$ cat config.mk
export PLATFORM = sky130hd
export DESIGN_NAME = cfg_guard
export DESIGN_NICKNAME = d
export VERILOG_FILES = /design/src/rtl/cfg_guard_pkg.sv /design/src/rtl/cfg_policy.sv /design/src/rtl/cfg_array.sv /design/src/rtl/cfg_guard.sv
export SDC_FILE = /design/constraint.sdc
export NUM_CORES = 1
export LEC_CHECK = 0
export CORE_ASPECT_RATIO = 1.2
export CORE_MARGIN = 5
export CORE_UTILIZATION = 55
export DETAILED_ROUTE_END_ITERATION = 10
export GPL_TIMING_DRIVEN = 0
export HOLD_SLACK_MARGIN = 0.05
export PLACE_DENSITY = 0.77
export SYNTH_ARGS = -nofsm -noshare
export SYNTH_HDL_FRONTEND = slang
export SYNTH_SLANG_ARGS = --single-unit
$ cat constraint.sdc
create_clock -name clk -period 2.55 [get_ports clk]
set_input_delay 0.255 -clock clk [delete_from_list [all_inputs] [get_ports clk]]
set_output_delay 0.255 -clock clk [all_outputs]
set_load 0.01 [all_outputs]
$ cat src/rtl/cfg_guard_pkg.sv
// Package: shared opcodes, status codes and the decoded action record
// for the configuration memory security controller.
// Assumes a 3-bit opcode field; unused opcode values are legal inputs.
package cfg_guard_pkg;

    localparam logic [2:0] OP_ERASE     = 3'd0;
    localparam logic [2:0] OP_PROGRAM   = 3'd1;
    localparam logic [2:0] OP_READ      = 3'd2;
    localparam logic [2:0] OP_LOCK_RD   = 3'd3;
    localparam logic [2:0] OP_LOCK_WR   = 3'd4;
    localparam logic [2:0] OP_UNLOCK_WR = 3'd5;

    typedef enum logic [1:0] {
        ST_IDLE   = 2'b00,
        ST_DONE   = 2'b01,
        ST_REJECT = 2'b10
    } status_t;

    typedef struct packed {
        logic permit;
        logic do_erase;
        logic do_prog;
        logic do_read;
        logic set_rd;
        logic set_wr;
        logic clr_wr;
    } action_t;

endpackage

$ cat src/rtl/cfg_policy.sv
// Module: cfg_policy
// Pure combinational permission check. Given an opcode and the two
// protection flags, it says whether the command is permitted and which
// side effects it has. Side-effect bits are only raised for permitted
// commands, so callers qualify them with the accept strobe alone.
module cfg_policy
    import cfg_guard_pkg::*;
(
    input  logic [2:0] op,
    input  logic       rd_lock,
    input  logic       wr_lock,
    output action_t    act
);

    // Decode opcode against the current protection setting.
    always_comb begin
        act = '0;
        unique case (op)
            OP_ERASE: begin
                act.do_erase = !wr_lock;
                act.permit   = !wr_lock;
            end
            OP_PROGRAM: begin
                act.do_prog = !wr_lock && !rd_lock;
                act.permit  = !wr_lock && !rd_lock;
            end
            OP_READ: begin
                act.do_read = !rd_lock;
                act.permit  = !rd_lock;
            end
            OP_LOCK_RD: begin
                act.set_rd = 1'b1;
                act.permit = 1'b1;
            end
            OP_LOCK_WR: begin
                act.set_wr = 1'b1;
                act.permit = 1'b1;
            end
            OP_UNLOCK_WR: begin
                act.clr_wr = 1'b1;
                act.permit = 1'b1;
            end
            default: act = '0;
        endcase
    end

endmodule

$ cat src/rtl/cfg_array.sv
// Module: cfg_array
// Register model of the configuration store. Reset and erase both drive
// every word to all ones; a program strobe ANDs data into one word, so bits
// can only fall. Read is combinational from the address.
// Assumes erase and program are never raised together.
module cfg_array #(
    parameter  int WORDS = 8,
    parameter  int WIDTH = 8,
    localparam int AW    = (WORDS > 1) ? $clog2(WORDS) : 1
) (
    input  logic             clk,
    input  logic             rst_n,
    input  logic             erase,
    input  logic             prog,
    input  logic [AW-1:0]    addr,
    input  logic [WIDTH-1:0] wdata,
    output logic [WIDTH-1:0] rdata
);

    logic [WORDS-1:0][WIDTH-1:0] words;
    logic [WORDS-1:0]            hit;

    // Per-word address decode for the program strobe.
    for (genvar i = 0; i < WORDS; i++) begin : g_hit
        assign hit[i] = prog && (addr == AW'(i));
    end

    // Store update: reset/erase fill with ones, program clears bits.
    always_ff @(posedge clk) begin
        for (int i = 0; i < WORDS; i++) begin
            if (!rst_n || erase) begin
                words[i] <= '1;
            end else if (hit[i]) begin
                words[i] <= words[i] & wdata;
            end
        end
    end

    assign rdata = words[addr];

endmodule

$ cat src/rtl/cfg_guard.sv
// Module: cfg_guard (top)
// Security front end of the configuration store. It takes one command per
// valid/ready handshake, checks it against the read and write locks, applies
// permitted effects, and returns one status the following cycle. While that
// status is shown, ready is low, so commands are at most one per two cycles.
// Assumes a synchronous active-low reset and a power-of-two WORDS.
module cfg_guard
    import cfg_guard_pkg::*;
#(
    parameter  int WORDS = 8,
    parameter  int WIDTH = 8,
    localparam int AW    = (WORDS > 1) ? $clog2(WORDS) : 1
) (
    input  logic             clk,
    input  logic             rst_n,
    input  logic             cmd_valid,
    output logic             cmd_ready,
    input  logic [2:0]       cmd_op,
    input  logic [AW-1:0]    cmd_addr,
    input  logic [WIDTH-1:0] cmd_wdata,
    output logic             rsp_valid,
    output logic [1:0]       rsp_status,
    output logic [WIDTH-1:0] rsp_rdata,
    output logic [1:0]       lock_state
);

    action_t          act;
    logic             accept;
    logic             rd_lock_q, wr_lock_q;
    logic             rsp_valid_q;
    status_t          status_q;
    logic [WIDTH-1:0] rdata_q;
    logic [WIDTH-1:0] arr_rdata;

    assign cmd_ready = !rsp_valid_q;
    assign accept    = cmd_valid && cmd_ready;

    cfg_policy u_policy (
        .op      (cmd_op),
        .rd_lock (rd_lock_q),
        .wr_lock (wr_lock_q),
        .act     (act)
    );

    cfg_array #(
        .WORDS (WORDS),
        .WIDTH (WIDTH)
    ) u_array (
        .clk   (clk),
        .rst_n (rst_n),
        .erase (accept && act.do_erase),
        .prog  (accept && act.do_prog),
        .addr  (cmd_addr),
        .wdata (cmd_wdata),
        .rdata (arr_rdata)
    );

    // Protection flags: only permitted commands move them.
    always_ff @(posedge clk) begin
        if (!rst_n) begin
            rd_lock_q <= 1'b0;
            wr_lock_q <= 1'b0;
        end else if (accept) begin
            if (act.do_erase) rd_lock_q <= 1'b0;
            if (act.set_rd)   rd_lock_q <= 1'b1;
            if (act.set_wr)   wr_lock_q <= 1'b1;
            if (act.clr_wr)   wr_lock_q <= 1'b0;
        end
    end

    // Response register: one status per accepted command, one cycle later.
    always_ff @(posedge clk) begin
        if (!rst_n) begin
            rsp_valid_q <= 1'b0;
            status_q    <= ST_IDLE;
            rdata_q     <= '0;
        end else begin
            rsp_valid_q <= accept;
            status_q    <= !accept ? ST_IDLE : (act.permit ? ST_DONE : ST_REJECT);
            rdata_q     <= (accept && act.do_read) ? arr_rdata : '0;
        end
    end

    assign rsp_valid  = rsp_valid_q;
    assign rsp_status = status_q;
    assign rsp_rdata  = rdata_q;
    assign lock_state = {wr_lock_q, rd_lock_q};

endmodule

==> results of run 1 <==
critical path, delay by kind of cell:
| family | cells | cell delay, ns |
|---|---|---|
| buffers and inverters | 4 | 1.42 |
| and+or+nand+nor | 2 | 0.40 |
| AOI/OAI and AO/OA | 1 | 0.39 |
final cells by class:
type                    instances  area, um2
fillers                       511       2080
repair buffers                 21        210
flip-flops and latches         77       1540
multi-input cells             178       1660
clock inverters                 5       83.8
well taps                      82        103
inverters                      18       67.6
clock buffers                  11        141
plain buffers                  42        241
Yosys cell counts (all sizes together) (2+ instances only):
cell type,count,area [um2]
clkbuf,9,33.8
dfxtp,77,1540
inv,18,67.6
nor2,2,7.51
nand2,67,251
mux4,16,360
nor3b,2,15.0
o22ai,8,50.1
o41ai,64,823
buf,33,208
nand3b,3,22.5
or3b,2,17.5
nand3,3,15.0
path summary, 6_finish.rpt:
kind	start	endpoint	slack [ns]
max	cmd_addr[0]	u_array.words[24]	0.32
max reg2reg	rd_lock_q	u_array.words[26]	0.65
min reg2reg	u_array.words[14]	u_array.words[14]	0.45
min	cmd_op[0]	rd_lock_q	0.26
power breakdown:
part	leakage (nW)	internal (mW)	total [mW]	switching [mW]
Clock	0.106	0.580	1.05	0.475
Sequential	0.624	1.21	1.22	0.00571
Combinational	0.901	0.0734	0.238	0.164
cells by family (layout without fill, tap and decap cells):
family,count (synthesis),count (layout)
compound gates,77,77
simple gates,85,85
buf+inv,60,97
flops,77,77
mux,16,16
state kept, by name, indices dropped and copies added, names as in the netlist:
register	count
rd_lock_q	1
rsp_rdata	8
rsp_status	2
rsp_valid	1
u_array.words	64
wr_lock_q	1
layer usage:
layer | GRT usage [%] | vias to the layer above | part of all wire, % | wire [um]
met5 | 0 | - | 0 | 0
met1 | 27.9 | 1348 | 41 | 3680
met3 | 5.34 | 29 | 7.1 | 637
met2 | 36.4 | 115 | 48 | 4280
met4 | 14.2 | 0 | 4.1 | 371
li1 | - | 1253 | - | -
==> out/qor.txt, run 1 <==
Diodes inserted -> 0
Via count -> 2745
Max_cap viols -> 0
Unrepaired setup endpoints after global routing -> no
Ys async rst share -> 0%
Clock-pin slew on the worst setup and hold paths -> 0.08 ns
Initial Util -> 57.2%
Count of state elements after synthesis -> 77
Post-synthesis cell type count -> 29
Clk_lat worst skew -> 0.37 ns
Setup CP Type -> input port to flip-flop
# rows -> 31
Crit path time final -> 2.23 ns
Largest net degree at the start of global routing -> 14
GPL Wtd Cong -> 0.824
Ys Warns -> 0
CTS buffer count -> 9
Core area -> 6130 um2
Initial detailed-routing violation count -> 296
Vias in the first global route -> 2797
DIE AREA -> 8080 um2
WL final -> 8960 um
Post-synthesis mux area share -> 10.3%
Total Routing Usage GR -> 22.9%
Critical-path top delay cell -> clkdlybuf4s50_1
DRC Markers -> 0
Initial antenna violation count -> 0
Die width -> 82.9 um
Post-synthesis compound-gate area fraction -> 26.0%
Setup WS post-layout -> 0.316 ns
Slowest Stage Delay on Critical Path -> 0.47 ns
H-tree Lvls -> 3
Slew HR -> 46.2%
Post-synth EDFFs -> 0
DR pass1 iterations -> 4
DR vias/cell -> 6.32
Total power draw -> 2.51 mW
Final hold slack -> 0.258 ns
Cell Area, Placed -> 3820 um2
Final std cells w/o fill -> 434
Syn_nets -> 332
Worst reg2reg path depth -> 5
Port Buf Inserts -> 21
Leak -> 1.63 nW
CP cell instances -> clkdlybuf4s50_1 > buf_4 > buf_4 > nand3_1 > clkbuf_1 > o41ai_1 > nand2_1
Peak supply drop -> 0.000398 V
Overflow after GRT -> 0
Post-route ant nets -> 0
Crit path required time -> 2.79 ns
Drt wl/cell -> 20.6 um
Ports -> 31
Nets -> 364
Commonest register cell after synthesis -> dfxtp_1
Final TNS setup -> 0 ns
Quantity of gates resized following cts -> 0
Final period util -> 87.6%
Syn_area_per_cell -> 11.1 um2
Synth Area in XOR/XNOR -> 0%
Fin. Hold Viols -> 0
WP data arrival -> 2.48 ns
Final instance area -> 4040 um2
Status -> complete, no violations
CTS tree -> done
Final setup vio count -> 0
F_max -> 0.448 GHz
CP Capture Type -> flip-flop
Most common cell after layout, fill and taps aside -> dfxtp_1
Hpwl dp -> 5910 um
Hold Crit Depth -> 3
Clock sinks -> 77
Placed instance count -> 418
Critical path's most frequent cell -> buf_4
Most frequent cells in the layout -> dfxtp_1 (77), nand2_1 (67), o41ai_2 (35), o41ai_1 (29), clkdlybuf4s50_1 (21)
Synthesized area -> 3510 um2
Simple-gate area share of the yosys netlist -> 10.9%
Critical Path Fanout Max -> 10
Pwr dens -> 620 nW/um2
Clock tree buffer depth -> 2
Clock Skew -> 0.00939 ns
Post-place setup slack -> 0.00499 ns
Mapped Cells -> 315
HP Class -> input port to flip-flop
Die height -> 97.5 um
Synth Area in Adders -> 0%
# Post-CTS Setup Buffers -> 0
Global-route wire length before repair -> 14500 um
Final Util -> 66.0%
Slew Limit Fails -> 0
P&R area growth vs syn -> 15.3%
Largest family of logic cells by synthesized area -> compound AO/OA/AOI/OAI gates
Share of cells above drive strength 1 -> 26.1%
Post-CTS Hold Fix Bufs -> 0
Worst slew pin tran -> 0.808 ns
Clock root cell -> clkbuf_8
Element type at the critical path start -> input port
Share of the yosys chip area belonging to registers -> 44.0%
(Power assumes the default switching activity.)
==> run 2, diff against run 1 <==
--- a/config.mk
+++ b/config.mk
@@ -15,3 +15,4 @@
 export SYNTH_ARGS = -nofsm -noshare
 export SYNTH_HDL_FRONTEND = slang
 export SYNTH_SLANG_ARGS = --single-unit
+export TNS_END_PERCENT = 5
==> constraint.sdc (replaced) <==
create_clock -name clk -period 2.55 [get_ports clk]
set_input_delay 0.255 -clock clk [delete_from_list [all_inputs] [get_ports clk]]
set_output_delay 0.255 -clock clk [all_outputs]
set_load 0.005 [all_outputs]
==> results of run 2 <==
The final DEF is identical to that of run 1. Status: complete, no violations.
==> run 3, diff against run 2 <==
--- a/config.mk
+++ b/config.mk
@@ -5,13 +5,15 @@
 export SDC_FILE = /design/constraint.sdc
 export NUM_CORES = 1
 export LEC_CHECK = 0
+export ABC_AREA = 0
 export CORE_ASPECT_RATIO = 1.2
 export CORE_MARGIN = 5
 export CORE_UTILIZATION = 55
 export DETAILED_ROUTE_END_ITERATION = 10
+export DONT_BUFFER_PORTS = 1
 export GPL_TIMING_DRIVEN = 0
 export HOLD_SLACK_MARGIN = 0.05
-export PLACE_DENSITY = 0.77
+export PLACE_DENSITY = 0.71
 export SYNTH_ARGS = -nofsm -noshare
 export SYNTH_HDL_FRONTEND = slang
 export SYNTH_SLANG_ARGS = --single-unit
==> run 3 against run 2 <==
Against the previous run: combinational power decreased by 11%; clock skew decreased by 0.0033 ns; flip-flop and latch count unchanged; critical path type is now flip-flop to flip-flop; critical endpoint is now u_array.words[29]; largest cell class unchanged.
==> out/qor.txt, run 3 (synthesis results as in run 1) <==
Reg2reg end -> u_array.words[29] (was u_array.words[26])
Initial antenna violation count -> 0 (unchanged)
Fin. Hold Viols -> 0 (unchanged)
Biggest register -> u_array.words (unchanged)
Pwr dens -> 634 nW/um2 (was 620 nW/um2)
Final TNS setup -> 0 ns (unchanged)
Clock root cell -> clkbuf_8 (unchanged)
Unrepaired setup endpoints after global routing -> no (unchanged)
Nets -> 344 (was 364)
Leak -> 1.56 nW (was 1.63 nW)
Clock-pin slew on the worst setup and hold paths -> 0.08 ns (about the same)
CTS buffer count -> 9 (unchanged)
CP Capture Type -> flip-flop (unchanged)
Die width -> 82.9 um (unchanged)
Most common cell after layout, fill and taps aside -> dfxtp_1 (unchanged)
Max_cap viols -> 0 (unchanged)
Status -> complete, no violations (unchanged)
# Post-CTS Setup Buffers -> 0 (unchanged)
Initial detailed-routing violation count -> 295 (was 296)
Clock tree buffer depth -> 2 (unchanged)
Share of cells above drive strength 1 -> 27.8% (was 26.1%)
Post-place setup slack -> 0.500 ns (was 0.00499 ns)
# rows -> 31 (unchanged)
Largest net degree at the start of global routing -> 13 (was 14)
Final setup vio count -> 0 (unchanged)
Reg2reg setup slack -> 0.67 ns (was 0.65 ns)
Most frequent cells in the layout -> dfxtp_1 (77), nand2_1 (67), o41ai_2 (35), o41ai_1 (29), inv_1 (18) (was dfxtp_1 (77), nand2_1 (67), o41ai_2 (35), o41ai_1 (29), clkdlybuf4s50_1 (21))
WP data arrival -> 2.12 ns (was 2.48 ns)
Crit path required time -> 2.79 ns (about the same)
Global-route wire length before repair -> 14200 um (was 14500 um)
Post-route ant nets -> 0 (unchanged)
Worst reg2reg path depth -> 5 (unchanged)
DIE AREA -> 8080 um2 (unchanged)
Clk_lat worst skew -> 0.35 ns (was 0.37 ns)
DR vias/cell -> 6.41 (was 6.32)
CTS tree -> done (unchanged)
Diodes inserted -> 0 (unchanged)
Element type at the critical path start -> flip-flop (was input port)
Clock sinks -> 77 (unchanged)
Clock Skew -> 0.00608 ns (was 0.00939 ns)
F_max -> 0.532 GHz (was 0.448 GHz)
Worst slew pin tran -> 0.787 ns (was 0.808 ns)
Fillers -> 517 (was 511)
Slew HR -> 47.5% (was 46.2%)
Total Routing Usage GR -> 22.6% (was 22.9%)
Hold Crit Depth -> 2 (was 3)
Ports -> 31 (unchanged)
Post-CTS Hold Fix Bufs -> 1 (was 0)
Core area -> 6130 um2 (unchanged)
Via count -> 2647 (was 2745)
Worst reg2reg path startpoint -> rd_lock_q (unchanged)
Die height -> 97.5 um (unchanged)
Slew Limit Fails -> 0 (unchanged)
Quantity of gates resized following cts -> 0 (unchanged)
Hpwl dp -> 5840 um (was 5910 um)
End of the worst hold path -> rd_lock_q (unchanged)
Vias in the first global route -> 2666 (was 2797)
P&R area growth vs syn -> 9.28% (was 15.3%)
Max FFs per register -> 64 (unchanged)
Critical Path Fanout Max -> 10 (unchanged)
DR pass1 iterations -> 5 (was 4)
Setup CP Type -> flip-flop to flip-flop (was input port to flip-flop)
GPL Wtd Cong -> 0.828 (was 0.824)
DRC Markers -> 0 (unchanged)
HP Class -> input port to flip-flop (unchanged)
Hold_sp -> cmd_op[1] (was cmd_op[0])
Overflow after GRT -> 0 (unchanged)
Port Buf Inserts -> 0 (was 21)
Final period util -> 73.7% (was 87.6%)
Setup WS post-layout -> 0.671 ns (was 0.316 ns)
Crit path time final -> 1.88 ns (was 2.23 ns)
Initial Util -> 57.2% (unchanged)
H-tree Lvls -> 3 (unchanged)
WL final -> 8910 um (was 8960 um)
Drt wl/cell -> 21.6 um (was 20.6 um)
Peak supply drop -> 0.000363 V (was 0.000398 V)
run 3: worst max-delay path, cell delays in order, from the launching register on:
cell	delay, ns
dfxtp_1	0.36
or3_1	0.38
clkbuf_1	0.17
clkbuf_1	0.35
o41ai_2	0.41
nand2_1	0.09
run 3: final cells by class:
| type | count | area (um2) | share of cell area (%) |
|---|---|---|---|
| flip-flops and latches | 77 | 1540 | 40.2 |
| multi-input cells | 178 | 1660 | 43.2 |
| inverters | 18 | 67.6 | 1.76 |
| clock buffers | 10 | 138 | 3.59 |
| clock inverters | 5 | 75.1 | 1.96 |
| plain buffers | 42 | 241 | 6.30 |
| repair buffers | 1 | 10.0 | 0.261 |
| well taps | 82 | 103 | 2.68 |
run 3: metrics by stage:
stage	total power, mW	util (%)	hold WS [ns]	instance area (um2)	std cells
3_5_place_dp	1.45	58.9	0.393	3610	397
5_1_grt	2.50	62.5	0.0627	3830	413
4_1_cts	2.44	62.5	0.0501	3830	413
6_report	2.43	62.5	0.0576	3830	413
2_1_floorplan	1.39	-	0.388	3510	315
3_3_place_gp	1.45	58.9	0.391	3610	397
run 3: routing by layer:
| metal | part of all wire, % | global-route usage, % |
|---|---|---|
| met1 | 41 | 27.9 |
| met2 | 49 | 36.2 |
| met3 | 7.0 | 5.51 |
| met4 | 2.7 | 11.8 |
| met5 | 0 | 0 |
run 3: worst max-delay path by stage:
stage                            from                 to  slack [ns]
final                       rd_lock_q  u_array.words[29]        0.67
after global routing        rd_lock_q   u_array.words[1]        0.57
after CTS                   rd_lock_q  u_array.words[29]        0.71
after detailed placement  cmd_addr[0]  u_array.words[24]        0.50
after global placement    cmd_addr[0]  u_array.words[25]        0.47
after floorplan             rsp_valid   u_array.words[0]        0.95
run 3: report_power, final:
group,total (mW),internal (mW),switching (mW)
sequential,1.22,1.21,0.00670
combinational,0.209,0.0547,0.154
clock,1.00,0.567,0.437
